File: src/rtl/rtg_pkg.sv
package rtg_pkg;

    localparam int TW        = 12;
    localparam int NUM_SLOTS = 17;

    localparam int SLOT_HSW  = 0;
    localparam int SLOT_HTOT = 3;
    localparam int SLOT_HBEG = 7;
    localparam int SLOT_HEND = 8;
    localparam int SLOT_VSW  = 10;
    localparam int SLOT_VTOT = 11;
    localparam int SLOT_VBEG = 14;
    localparam int SLOT_VEND = 15;

    typedef enum logic [1:0] {
        V_TOP    = 2'd0,
        V_ACTIVE = 2'd1,
        V_BOTTOM = 2'd2
    } vregion_e;

    typedef struct packed {
        logic [TW-1:0] h_total;
        logic [TW-1:0] h_sync_w;
        logic [TW-1:0] h_act_beg;
        logic [TW-1:0] h_act_end;
        logic [TW-1:0] v_total;
        logic [TW-1:0] v_sync_w;
        logic [TW-1:0] v_act_beg;
        logic [TW-1:0] v_act_end;
        logic [TW-1:0] cur_line;
    } timing_t;

endpackage

File: src/rtl/rtg_regs.sv
module rtg_regs
    import rtg_pkg::*;
#(
    parameter int      ADDR_W      = 12,
    parameter int      DATA_W      = 32,
    parameter int      SLOT_BASE   = 'h290,
    parameter int      STRIDE_LOG2 = 4,
    parameter int      CUR_ADDR    = 'h260,
    parameter timing_t RST_CFG     = '0
) (
    input  logic              clk,
    input  logic              rst_n,
    input  logic              reg_wr,
    input  logic [ADDR_W-1:0] reg_addr,
    input  logic [DATA_W-1:0] reg_wdata,
    input  logic              frame_load,
    output timing_t           cur_cfg,
    output timing_t           next_cfg
);

    localparam int SLOT_W = $clog2(NUM_SLOTS);

    timing_t           shadow_q;
    timing_t           live_q;
    logic [ADDR_W-1:0] rel;
    logic [ADDR_W-1:0] slot_full;
    logic [SLOT_W-1:0] slot;
    logic              hit_slot;
    logic              hit_cur;
    logic [TW-1:0]     field;
    logic              unused_wdata_hi;

    always_comb begin
        rel       = reg_addr - ADDR_W'(SLOT_BASE);
        slot_full = rel >> STRIDE_LOG2;
        slot      = slot_full[SLOT_W-1:0];
        hit_slot  = reg_wr
                 && (reg_addr >= ADDR_W'(SLOT_BASE))
                 && (slot_full < ADDR_W'(NUM_SLOTS))
                 && (rel[STRIDE_LOG2-1:0] == '0);
        hit_cur   = reg_wr && (reg_addr == ADDR_W'(CUR_ADDR));
        field     = reg_wdata[TW-1:0];
    end

    assign unused_wdata_hi = ^reg_wdata[DATA_W-1:TW];

    // Shadow set: written by software at any time.
    always_ff @(posedge clk or negedge rst_n) begin
        if (!rst_n) begin
            shadow_q <= RST_CFG;
        end else begin
            if (hit_slot) begin
                case (slot)
                    SLOT_W'(SLOT_HSW):  shadow_q.h_sync_w  <= field;
                    SLOT_W'(SLOT_HTOT): shadow_q.h_total   <= field;
                    SLOT_W'(SLOT_HBEG): shadow_q.h_act_beg <= field;
                    SLOT_W'(SLOT_HEND): shadow_q.h_act_end <= field;
                    SLOT_W'(SLOT_VSW):  shadow_q.v_sync_w  <= field;
                    SLOT_W'(SLOT_VTOT): shadow_q.v_total   <= field;
                    SLOT_W'(SLOT_VBEG): shadow_q.v_act_beg <= field;
                    SLOT_W'(SLOT_VEND): shadow_q.v_act_end <= field;
                    default: ;
                endcase
            end
            if (hit_cur) begin
                shadow_q.cur_line <= field;
            end
        end
    end

    // Live set: copied only at the frame boundary.
    always_ff @(posedge clk or negedge rst_n) begin
        if (!rst_n) begin
            live_q <= RST_CFG;
        end else if (frame_load) begin
            live_q <= shadow_q;
        end
    end

    assign cur_cfg  = live_q;
    assign next_cfg = frame_load ? shadow_q : live_q;

endmodule

File: src/rtl/rtg_hcount.sv
module rtg_hcount
    import rtg_pkg::*;
#(
    parameter int DIV_W = 4
) (
    input  logic             clk,
    input  logic             rst_n,
    input  logic [DIV_W-1:0] clk_div,
    input  logic [TW-1:0]    h_total,
    output logic [TW-1:0]    hcnt,
    output logic             line_end
);

    logic [DIV_W-1:0] pre_q;
    logic [DIV_W-1:0] lim;
    logic [DIV_W:0]   pre_inc;
    logic [TW:0]      h_inc;
    logic             tick;
    logic             last_unit;

    always_comb begin
        lim       = (clk_div == '0) ? DIV_W'(1) : clk_div;
        pre_inc   = {1'b0, pre_q} + (DIV_W+1)'(1);
        tick      = pre_inc >= {1'b0, lim};
        h_inc     = {1'b0, hcnt} + (TW+1)'(1);
        last_unit = h_inc >= {1'b0, h_total};
        line_end  = tick && last_unit;
    end

    always_ff @(posedge clk or negedge rst_n) begin
        if (!rst_n) begin
            pre_q <= '0;
            hcnt  <= '0;
        end else begin
            pre_q <= tick ? '0 : pre_inc[DIV_W-1:0];
            if (tick) begin
                hcnt <= last_unit ? '0 : h_inc[TW-1:0];
            end
        end
    end

endmodule

File: src/rtl/rtg_vfsm.sv
module rtg_vfsm
    import rtg_pkg::*;
#(
    parameter timing_t RST_CFG = '0
) (
    input  logic          clk,
    input  logic          rst_n,
    input  logic          line_end,
    input  logic          interlace,
    input  logic [TW-1:0] hcnt,
    input  timing_t       cur_cfg,
    input  timing_t       next_cfg,
    output logic          frame_load,
    output logic [TW-1:0] vcnt,
    output vregion_e      vstate,
    output logic          hsync,
    output logic          vsync,
    output logic          active,
    output logic          vblank_pulse,
    output logic          cursor_pulse
);

    function automatic vregion_e region_of(input logic [TW-1:0] v, input timing_t c);
        if (v < c.v_act_beg) begin
            return V_TOP;
        end else if (v < c.v_act_end) begin
            return V_ACTIVE;
        end
        return V_BOTTOM;
    endfunction

    localparam vregion_e RST_STATE = region_of('0, RST_CFG);

    logic [TW:0]   step;
    logic [TW:0]   v_sum;
    logic          wrap;
    logic [TW-1:0] v_nxt;
    vregion_e      reg_nxt;
    vregion_e      state_nxt;
    logic          close_evt;
    logic          cursor_evt;

    always_comb begin
        step       = interlace ? (TW+1)'(1) : (TW+1)'(2);
        v_sum      = {1'b0, vcnt} + step;
        wrap       = line_end && (v_sum >= {1'b0, cur_cfg.v_total});
        frame_load = wrap;
        if (!line_end) begin
            v_nxt = vcnt;
        end else if (wrap) begin
            v_nxt = '0;
        end else begin
            v_nxt = v_sum[TW-1:0];
        end
        reg_nxt    = region_of(v_nxt, next_cfg);
        state_nxt  = vstate;
        close_evt  = 1'b0;
        unique case (vstate)
            V_TOP: begin
                // open or skip
                if (line_end) begin
                    state_nxt = reg_nxt;
                end
            end
            V_ACTIVE: begin
                // close (no wrap) or restart (wrap)
                if (line_end && (wrap || reg_nxt == V_BOTTOM)) begin
                    state_nxt = reg_nxt;
                    close_evt = !wrap;
                end
            end
            V_BOTTOM: begin
                // restart
                if (wrap) begin
                    state_nxt = reg_nxt;
                end
            end
            default: state_nxt = V_TOP;
        endcase
        cursor_evt = line_end && (v_nxt == next_cfg.cur_line);
    end

    // State register
    always_ff @(posedge clk or negedge rst_n) begin
        if (!rst_n) begin
            vstate <= RST_STATE;
            vcnt   <= '0;
        end else begin
            vstate <= state_nxt;
            vcnt   <= v_nxt;
        end
    end

    // Pulse outputs
    always_ff @(posedge clk or negedge rst_n) begin
        if (!rst_n) begin
            vblank_pulse <= 1'b0;
            cursor_pulse <= 1'b0;
        end else begin
            vblank_pulse <= close_evt;
            cursor_pulse <= cursor_evt;
        end
    end

    // Level outputs
    always_comb begin
        hsync  = hcnt < cur_cfg.h_sync_w;
        vsync  = vcnt < cur_cfg.v_sync_w;
        active = (vstate == V_ACTIVE)
              && (hcnt >= cur_cfg.h_act_beg)
              && (hcnt <  cur_cfg.h_act_end);
    end

endmodule

File: src/rtl/raster_timing_gen.sv
module raster_timing_gen
    import rtg_pkg::*;
#(
    parameter int ADDR_W   = 12,
    parameter int DATA_W   = 32,
    parameter int DIV_W    = 4,
    parameter int DEF_HTOT = 8,
    parameter int DEF_HSW  = 1,
    parameter int DEF_HBEG = 2,
    parameter int DEF_HEND = 7,
    parameter int DEF_VTOT = 12,
    parameter int DEF_VSW  = 2,
    parameter int DEF_VBEG = 2,
    parameter int DEF_VEND = 10,
    parameter int DEF_CUR  = 4
) (
    input  logic              clk,
    input  logic              rst_n,
    input  logic              reg_wr,
    input  logic [ADDR_W-1:0] reg_addr,
    input  logic [DATA_W-1:0] reg_wdata,
    input  logic [DIV_W-1:0]  clk_div,
    input  logic              interlace,
    output logic              hsync,
    output logic              vsync,
    output logic              active,
    output logic              vblank_pulse,
    output logic              cursor_pulse
);

    localparam timing_t RST_CFG = '{
        h_total:   TW'(DEF_HTOT),
        h_sync_w:  TW'(DEF_HSW),
        h_act_beg: TW'(DEF_HBEG),
        h_act_end: TW'(DEF_HEND),
        v_total:   TW'(DEF_VTOT),
        v_sync_w:  TW'(DEF_VSW),
        v_act_beg: TW'(DEF_VBEG),
        v_act_end: TW'(DEF_VEND),
        cur_line:  TW'(DEF_CUR)
    };

    timing_t       cur_cfg;
    timing_t       next_cfg;
    logic          frame_load;
    logic          line_end;
    logic [TW-1:0] hcnt;
    logic [TW-1:0] vcnt;
    vregion_e      vstate;

    rtg_regs #(
        .ADDR_W  (ADDR_W),
        .DATA_W  (DATA_W),
        .RST_CFG (RST_CFG)
    ) u_regs (
        .clk        (clk),
        .rst_n      (rst_n),
        .reg_wr     (reg_wr),
        .reg_addr   (reg_addr),
        .reg_wdata  (reg_wdata),
        .frame_load (frame_load),
        .cur_cfg    (cur_cfg),
        .next_cfg   (next_cfg)
    );

    rtg_hcount #(
        .DIV_W (DIV_W)
    ) u_hcount (
        .clk      (clk),
        .rst_n    (rst_n),
        .clk_div  (clk_div),
        .h_total  (cur_cfg.h_total),
        .hcnt     (hcnt),
        .line_end (line_end)
    );

    rtg_vfsm #(
        .RST_CFG (RST_CFG)
    ) u_vfsm (
        .clk          (clk),
        .rst_n        (rst_n),
        .line_end     (line_end),
        .interlace    (interlace),
        .hcnt         (hcnt),
        .cur_cfg      (cur_cfg),
        .next_cfg     (next_cfg),
        .frame_load   (frame_load),
        .vcnt         (vcnt),
        .vstate       (vstate),
        .hsync        (hsync),
        .vsync        (vsync),
        .active       (active),
        .vblank_pulse (vblank_pulse),
        .cursor_pulse (cursor_pulse)
    );

endmodule

File: config.mk
export PLATFORM = sky130hd
export DESIGN_NAME = raster_timing_gen
export DESIGN_NICKNAME = d
export VERILOG_FILES = /design/src/rtl/rtg_pkg.sv /design/src/rtl/rtg_regs.sv /design/src/rtl/rtg_hcount.sv /design/src/rtl/rtg_vfsm.sv /design/src/rtl/raster_timing_gen.sv
export SDC_FILE = /design/constraint.sdc
export NUM_CORES = 1
export LEC_CHECK = 0
export BUFFER_PORTS_ARGS = -buffer_cell sky130_fd_sc_hd__buf_2
export CAP_MARGIN = 20
export CORE_MARGIN = 10
export CORE_UTILIZATION = 55
export DETAILED_ROUTE_END_ITERATION = 8
export PLACE_DENSITY = 0.8
export REMOVE_ABC_BUFFERS = 1
export SYNTH_ARGS = -nofsm -noshare
export SYNTH_HDL_FRONTEND = slang
export SYNTH_SLANG_ARGS = --single-unit
File: constraint.sdc
create_clock -name clk -period 5.15 [get_ports clk]
set_clock_uncertainty 0.15 [all_clocks]
set_input_delay 0.515 -clock clk [delete_from_list [all_inputs] [get_ports clk]]
set_output_delay 0.515 -clock clk [all_outputs]
set_load 0.05 [all_outputs]
Word level (Yosys, flattened, before mapping)
Cells that the tools add are included.
{"block": "word_totals", "in_bits": 52, "register_bits": 248, "out_inout_bits": 5, "word_cells": 97}
{"block": "classes", "n_mux": 18, "addsub": 4, "eq_ne": 15, "n_lt_le_gt_ge": 11, "reduce_logical": 25}
{"op": "$lt A12 B12 Y1", "count": 5}
{"op": "$mux W12", "count": 3}
{"op": "$mux W36", "count": 1}
{"op": "$ge A13 B12 Y1", "count": 2}
{"op": "$eq A5 B4 Y1 const B", "count": 5}
{"op": "$reduce_and A2 Y1", "count": 8}
{"op": "$mux W2", "count": 7}
{"op": "$add A12 B1 Y13 const B", "count": 1}
{"op": "$add A12 B13 Y13", "count": 1}
{"op": "$eq A12 B10 Y1 const B", "count": 1}
{"op": "$eq A12 B12 Y1", "count": 1}
{"op": "$ge A12 B10 Y1 const B", "count": 1}
{"op": "$ge A12 B12 Y1", "count": 1}
{"op": "$sub A12 B10 Y12 const B", "count": 1}
{"op": "$logic_and A1 B1 Y1", "count": 10}
{"op": "$logic_not A4 Y1", "count": 2}
{"op": "$lt A8 B5 Y1 const B", "count": 1}
{"op": "$mux W4", "count": 2}
{"op": "$pmux W2 S3", "count": 1}
{"op": "$add A4 B1 Y5 const B", "count": 1}
{"op": "$eq A5 B2 Y1 const B", "count": 1}
{"op": "$eq A5 B3 Y1 const B", "count": 1}
{"op": "$ge A5 B4 Y1", "count": 1}
{"op": "$logic_not A5 Y1", "count": 1}
{"op": "other kinds (9)", "count": 14}

Depth between registers and ports, before layout
{"block": "depth", "depth_word": 16, "ltp_mapped": 26, "ltp_nobuf": 24}

Modules after synthesis
Synthesis repeated with hierarchy kept, for this count alone.
{"block": "unflattened", "cells_unflattened": 1060, "hier_area_um2": 12814.8}
{"mod": "rtg_regs", "seq_area_each_um2": 5437.7, "cells_each": 476, "area_per_inst_um2": 8176.6, "instances": 1}
{"mod": "rtg_vfsm", "seq_area_each_um2": 400.4, "cells_each": 438, "area_per_inst_um2": 3338.2, "instances": 1}
{"mod": "rtg_hcount", "seq_area_each_um2": 400.4, "cells_each": 146, "area_per_inst_um2": 1300.0, "instances": 1}

Worst setup path after synthesis
No wires, ideal clock.
{"block": "synth_timing", "path_type": "input port to flip-flop", "from": "input interlace", "to": "register u_vfsm.vstate[1]", "required_ns": 4.877, "path_slack_ns": -0.341, "path_stages": 23, "setup_ns": 0.123, "arrival_time_ns": 5.218, "cell_sequence": "ha_1 > fa_1 > clkbuf_1 > and4_1 > nand2_1 > xor2_1 > inv_1 > ha_1 > a211oi_1 > o21bai_1 > o21bai_1 > and3_1 > or3_1 > buf_2 > buf_2 > mux2i_1 > ha_1 > a211o_1 > a221oi_1 > o21ai_0 > a41oi_1 > nor2_1 > o221a_1"}
{"block": "synth_between", "elab_chain_cells": 15, "word_cells_on_any_way": 23}
{"element": "from (decl)", "line": "raster_timing_gen.sv:23", "text": "input logic interlace,"}
{"element": "$mux W2 (*)", "line": "rtg_vfsm.sv:44", "text": "step = interlace ? (TW+1)'(1) : (TW+1)'(2);"}
{"element": "$add A12 B13 Y13 (*)", "line": "rtg_vfsm.sv:45", "text": "v_sum = {1'b0, vcnt} + step;"}
{"element": "$ge A13 B12 Y1", "line": "rtg_vfsm.sv:46", "text": "wrap = line_end && (v_sum >= {1'b0, cur_cfg.v_total});"}
{"element": "$logic_and A1 B1 Y1", "line": "rtg_vfsm.sv:46"}
{"element": "$mux W12", "line": "rtg_vfsm.sv:50", "text": "end else if (wrap) begin"}
{"element": "$mux W12", "line": "rtg_vfsm.sv:48", "text": "if (!line_end) begin"}
{"element": "$lt A12 B12 Y1", "line": "rtg_vfsm.sv:26", "text": "end else if (v < c.v_act_end) begin"}
{"element": "$mux W1", "line": "rtg_vfsm.sv:26"}
{"element": "$mux W1", "line": "rtg_vfsm.sv:24", "text": "if (v < c.v_act_beg) begin"}
{"element": "$mux W2", "line": "rtg_vfsm.sv:29", "text": "return V_BOTTOM;"}
{"element": "$eq A2 B2 Y1", "line": "rtg_vfsm.sv:67", "text": "if (line_end && (wrap || reg_nxt == V_BOTTOM)) begin"}
{"element": "$logic_or A1 B1 Y1", "line": "rtg_vfsm.sv:67"}
{"element": "$logic_and A1 B1 Y1", "line": "rtg_vfsm.sv:67"}
{"element": "$ne A2 B1 Y1 (no source line)"}
{"element": "$reduce_and A3 Y1 (no source line)"}
{"element": "to (signal assigned)", "line": "rtg_vfsm.sv:89", "text": "vstate <= state_nxt;"}
{"element": "to (decl)", "line": "rtg_vfsm.sv:15", "text": "output vregion_e vstate,"}
Mark *: on every way between the ends. The rest lies on a longest branch, timed or not. The select of a mux whose other input is x is not followed.
A chain may end at the register's enable or synchronous reset.

Final worst setup path
{"block": "layout_timing", "from": "register u_vfsm.vcnt[0]", "to": "register u_vfsm.vstate[0]"}
{"block": "layout_between", "elab_chain_cells": 14, "word_cells_on_any_way": 22}
{"element": "from (decl)", "line": "rtg_vfsm.sv:14", "text": "output logic [TW-1:0] vcnt,"}
{"element": "from (signal assigned)", "line": "rtg_vfsm.sv:90", "text": "vcnt <= v_nxt;"}
{"element": "$add A12 B13 Y13 (*)", "line": "rtg_vfsm.sv:45"}
{"element": "$ge A13 B12 Y1", "line": "rtg_vfsm.sv:46"}
{"element": "$logic_and A1 B1 Y1", "line": "rtg_vfsm.sv:46"}
{"element": "$mux W12 (*)", "line": "rtg_vfsm.sv:50"}
{"element": "$mux W12 (*)", "line": "rtg_vfsm.sv:48"}
{"element": "named net u_vfsm.v_nxt[5]", "line": "rtg_vfsm.sv:37", "text": "logic [TW-1:0] v_nxt;"}
{"element": "$lt A12 B12 Y1", "line": "rtg_vfsm.sv:26"}
{"element": "$mux W1", "line": "rtg_vfsm.sv:26"}
{"element": "$mux W1", "line": "rtg_vfsm.sv:24"}
{"element": "$mux W2 (*)", "line": "rtg_vfsm.sv:29"}
{"element": "$eq A2 B2 Y1", "line": "rtg_vfsm.sv:67"}
{"element": "$logic_or A1 B1 Y1", "line": "rtg_vfsm.sv:67"}
{"element": "$logic_and A1 B1 Y1", "line": "rtg_vfsm.sv:67"}
{"element": "$ne A2 B1 Y1 (no source line)"}
{"element": "$reduce_and A3 Y1 (no source line)"}
The timed path passes the listed nets; every way through them passes the cells marked *. The select of a mux whose other input is x is not followed.

==> flow_results.xml <==
<?xml version="1.0" encoding="UTF-8"?>
<metrics>
  <group name="power_and_ir_drop">
    <metric name="cellLeakagePower" unit="nW">7.98</metric>
    <metric name="fin_total_pwr" unit="W">0.00430</metric>
    <metric name="peakVddDrop" unit="V">0.000281</metric>
    <metric name="power_density" unit="nW/um^2">286</metric>
  </group>
  <group name="worst_setup_path">
    <metric name="worst-r2r-setup-slack" unit="ns">-0.12</metric>
    <metric name="critPathMaxStageDelay" unit="ns">0.41</metric>
    <metric name="worst_path_dominant_cell_family" unit="">compound AO/OA/AOI/OAI gates</metric>
    <metric name="critPathBufInv" unit="">5</metric>
    <metric name="critical_path.startpoint_type" unit="">flop</metric>
    <metric name="timing.critical_path.to_type" unit="">flop</metric>
    <metric name="critical_path.startpoint" unit="">u_vfsm.vcnt[0]</metric>
    <metric name="crit_arrival" unit="ns">5.57</metric>
    <metric name="worst_path_max_delay_cell" unit="">dfrtp_1</metric>
    <metric name="r2r-start" unit="">u_vfsm.vcnt[0]</metric>
    <metric name="timing.reg2reg.worst_path_depth" unit="">26</metric>
    <metric name="reg_to_reg_endpoint" unit="">u_vfsm.vstate[0]</metric>
    <metric name="crit_required" unit="ns">5.45</metric>
    <metric name="critical-path-top-cell-by-count" unit="">buf_4</metric>
    <metric name="timing.setup.critical_path_class" unit="">flop to flop</metric>
    <metric name="worst-path-max-fanout" unit="">18</metric>
  </group>
  <group name="hold_path">
    <metric name="hold-path-endpoint" unit="">u_regs.shadow_q[37]</metric>
    <metric name="hold_path_depth" unit="">2</metric>
    <metric name="hp-start" unit="">reg_wdata[1]</metric>
    <metric name="min_path_type" unit="">primary input to flop</metric>
  </group>
  <group name="drt">
    <metric name="drc_errors" unit="">0</metric>
    <metric name="iteration_0_drc_markers" unit="">754</metric>
    <metric name="viasPerCell" unit="">5.72</metric>
    <metric name="routed-via-count" unit="">9045</metric>
    <metric name="wirelength" unit="um">30000</metric>
    <metric name="detail_route.first_pass.iterations" unit="">8</metric>
    <metric name="drtAntennaViolNets" unit="">0</metric>
    <metric name="wl_per_cell" unit="um">19.0</metric>
  </group>
  <group name="clock_tree">
    <metric name="cts_htree_levels" unit="">1</metric>
    <metric name="clock_tree.root_cell" unit="">clkbuf_16</metric>
    <metric name="clock_tree_from_tritoncts" unit="">built</metric>
    <metric name="worstSkewPairLatency" unit="ns">0.54</metric>
    <metric name="clockBufferDepth" unit="">3</metric>
    <metric name="cts_sinks" unit="">248</metric>
    <metric name="cts.reportedPaths.clkPinSlew" unit="ns">0.06</metric>
    <metric name="cts_inserted_buffers" unit="">26</metric>
  </group>
  <group name="placement">
    <metric name="place.detailed.instances" unit="">1511</metric>
    <metric name="port_buffers" unit="">36</metric>
    <metric name="worst_slack_at_placement" unit="ns">-0.610</metric>
    <metric name="post-dp-hpwl" unit="um">20000</metric>
    <metric name="gp_routability_congestion" unit="">0.927</metric>
  </group>
  <group name="yosys">
    <metric name="synth_enable_flop_cells" unit="">0</metric>
    <metric name="synth.avg_cell_area" unit="um^2">10.9</metric>
    <metric name="netlist.area_leader.share" unit="">0.449</metric>
    <metric name="seq_area_frac_synth" unit="">0.504</metric>
    <metric name="synth.largest_area_cell" unit="">dfrtp_1</metric>
    <metric name="ffs_w_async_s_r_synth" unit="">1.00</metric>
    <metric name="postSynthCellCount" unit="">1132</metric>
    <metric name="yosysWarnings" unit="">0</metric>
    <metric name="synth_area_leaders" unit="">dfrtp_1 45%, mux2_2 10%, ha_1 10%</metric>
    <metric name="yosys_most_used_dff" unit="">dfrtp_1</metric>
    <metric name="ys_types" unit="">64</metric>
    <metric name="synthesis_stage_register_bit_count" unit="">248</metric>
    <metric name="synthesis.area" unit="um^2">12400</metric>
  </group>
  <group name="final_layout">
    <metric name="fillCellCount" unit="">1523</metric>
    <metric name="fin_nets" unit="">1432</metric>
    <metric name="final_cells" unit="">1580</metric>
    <metric name="drive_above_1_share" unit="">0.314</metric>
    <metric name="antenna_cells_inserted" unit="">0</metric>
    <metric name="syn2layout_area_growth" unit="%">21.7</metric>
  </group>
  <group name="floorplanning">
    <metric name="boundaryPins" unit="">57</metric>
    <metric name="dieArea" unit="um^2">28900</metric>
    <metric name="placement_rows" unit="">54</metric>
    <metric name="die_height" unit="um">170</metric>
    <metric name="floorplan.die.width" unit="um">170</metric>
    <metric name="core_area" unit="um^2">22000</metric>
    <metric name="floorplan.initialDensity" unit="">0.563</metric>
  </group>
  <group name="grt">
    <metric name="grt_start_max_net_pins" unit="">109</metric>
    <metric name="grt_antenna_before_repair" unit="">1</metric>
    <metric name="global_route.usage.total" unit="">0.201</metric>
    <metric name="first_global_vias" unit="">9284</metric>
    <metric name="grt_pass1_wl" unit="um">47300</metric>
    <metric name="global_route.overflow_total" unit="">0</metric>
  </group>
  <group name="run_status">
    <metric name="violations" unit="">setup timing</metric>
    <metric name="run_status" unit="">complete, but fails checks</metric>
  </group>
  <group name="timing">
    <metric name="unrepaired_setup_endpoints_after_global_routing" unit="">true</metric>
    <metric name="postLayoutSetupSlackWorst" unit="ns">-0.121</metric>
    <metric name="hold_viol" unit="">0</metric>
    <metric name="final_critical_period" unit="ns">5.27</metric>
    <metric name="max_slew_margin" unit="">0.322</metric>
    <metric name="finalSetupViolCount" unit="">3</metric>
    <metric name="fmax" unit="MHz">190</metric>
    <metric name="drv_slew" unit="">0</metric>
    <metric name="max_slew.worst_pin.slew" unit="ns">1.01</metric>
    <metric name="period_share" unit="">1.02</metric>
  </group>
  <group name="flow_run">
    <metric name="cap_viol_max_count" unit="">0</metric>
  </group>
</metrics>
[sequential cells by signal, summed over array words and instances, names as in the netlist]
| name | flops |
|---|---|
| u_regs.cur_cfg | 108 |
| u_regs.shadow_q | 108 |
| u_hcount.hcnt | 12 |
| u_vfsm.vcnt | 12 |
| u_hcount.pre_q | 4 |
| u_vfsm.vstate | 2 |
| u_vfsm.cursor_pulse | 1 |
| u_vfsm.vblank_pulse | 1 |
[area by class of cell]
class	instances	area, um^2	share of cell area
Sequential cell	248	6240	0.414
Clock inverter	7	43.8	0.00291
Timing Repair Buffer	162	1230	0.0817
Tap cell	280	350	0.0233
Clock buffer	41	808	0.0537
Multi-Input combinational cell	738	5990	0.398
Inverter	104	390	0.0259
[cells by family (layout without fill, tap and decap cells)]
group | Yosys count | in the layout | synth area share
AOI/OAI and AO/OA | 194 | 194 | 0.0983
xor gates and xnor gates | 30 | 30 | 0.0212
adders and majority gates | 100 | 100 | 0.102
buffers and inverters | 146 | 314 | 0.0462
DFF | 248 | 248 | 0.504
and+or+nand+nor | 277 | 277 | 0.105
muxes | 137 | 137 | 0.123
[cell usage after synthesis (19+ instances only)]
cell type    n
a21oi_1     23
clkbuf_1    23
dfrtp_1    222
dfstp_2     26
ha_1        99
inv_1      104
mux2_2     111
mux2i_1     19
nand2_1    157
nand2b_1    21
nor2_1      24
o21ai_0     91
[power by group]
group          internal, W  switching (W)
logic             0.000187       0.000273
clock network      0.00108       0.000764
registers          0.00198      0.0000219
total              0.00325        0.00106
[layer usage]
| metal | up-vias | track usage | routed length [um] |
|---|---|---|---|
| met3 | 75 | 0.0236 | 1230 |
| met2 | 223 | 0.355 | 15200 |
| met5 | - | 0 | 0 |
| met4 | 0 | 0.0694 | 1070 |
| li1 | 4201 | - | - |
| met1 | 4546 | 0.249 | 12500 |
[how the worst max path moves through the flow]
stage / to / slack [ns] / cells after the start
2_1_floorplan: u_vfsm.vstate[1] / -6.01 / 23
3_3_place_gp: u_vfsm.vstate[1] / -0.38 / 23
3_5_place_dp: u_vfsm.vstate[1] / -0.61 / 23
4_1_cts: u_vfsm.vstate[0] / 0.00003 / 23
5_1_grt: u_vfsm.vstate[0] / -0.30 / 25
6_report: u_vfsm.vstate[0] / -0.12 / 26
[stage by stage]
step | TNS (ns) | util | area, um^2 | hold WS [ns]
final | -0.261 | 0.686 | 15100 | 0.240
after floorplan | -390.94 | - | 12200 | 0.0694
after CTS | 0 | 0.663 | 14600 | 0.212
after global placement | -0.981 | 0.617 | 13600 | 0.293
after detailed placement | -1.67 | 0.617 | 13600 | 0.304
after global routing | -0.792 | 0.686 | 15100 | 0.232
[cell usage in the layout (no fill, tap or decap), types with 5 or more instances in the layout]
cell type  netlist  layout
a211oi_1        12       8
nor3_2           0       5
clkbuf_8         0       8
clkbuf_16        0      28
buf_4            0     117
o21ai_0         91      84
mux2_2         111     111
nand2b_1        21      21
xor2_1          16      15
mux2i_2          0       6
nand4_1         11      11
and3_1           6       6
mux2_1           7       7
o21ai_1          2       8
inv_1          104     104
clkbuf_1        23       6
ha_1            99      92
dfrtp_1        222     222
nor2_1          24      24
nor2b_1          5       5
and2_1           6       6
buf_12           0       5
ha_4             0       6
xnor2_1         14      13
nand3_1         16      15
o211ai_1         8       8
a21o_1          16      16
nand2_1        157     157
dfstp_2         26      26
mux2i_4          0       7
a21oi_1         23      20
mux2i_1         19       6
o31ai_2          0       6
buf_2           13      35
[what timing repair did]
item | in CTS | in global routing
resized for setup | 29 | 58
hold endpoints to repair | 85 | 0
pin swaps | 5 | 31
buffers inserted | 3 | 16
endpoints found under the setup margin | 3 | 6
gates cloned | 0 | 1
hold buffers | 1 | 0
Note: power is estimated with default switching activity, not from simulation.
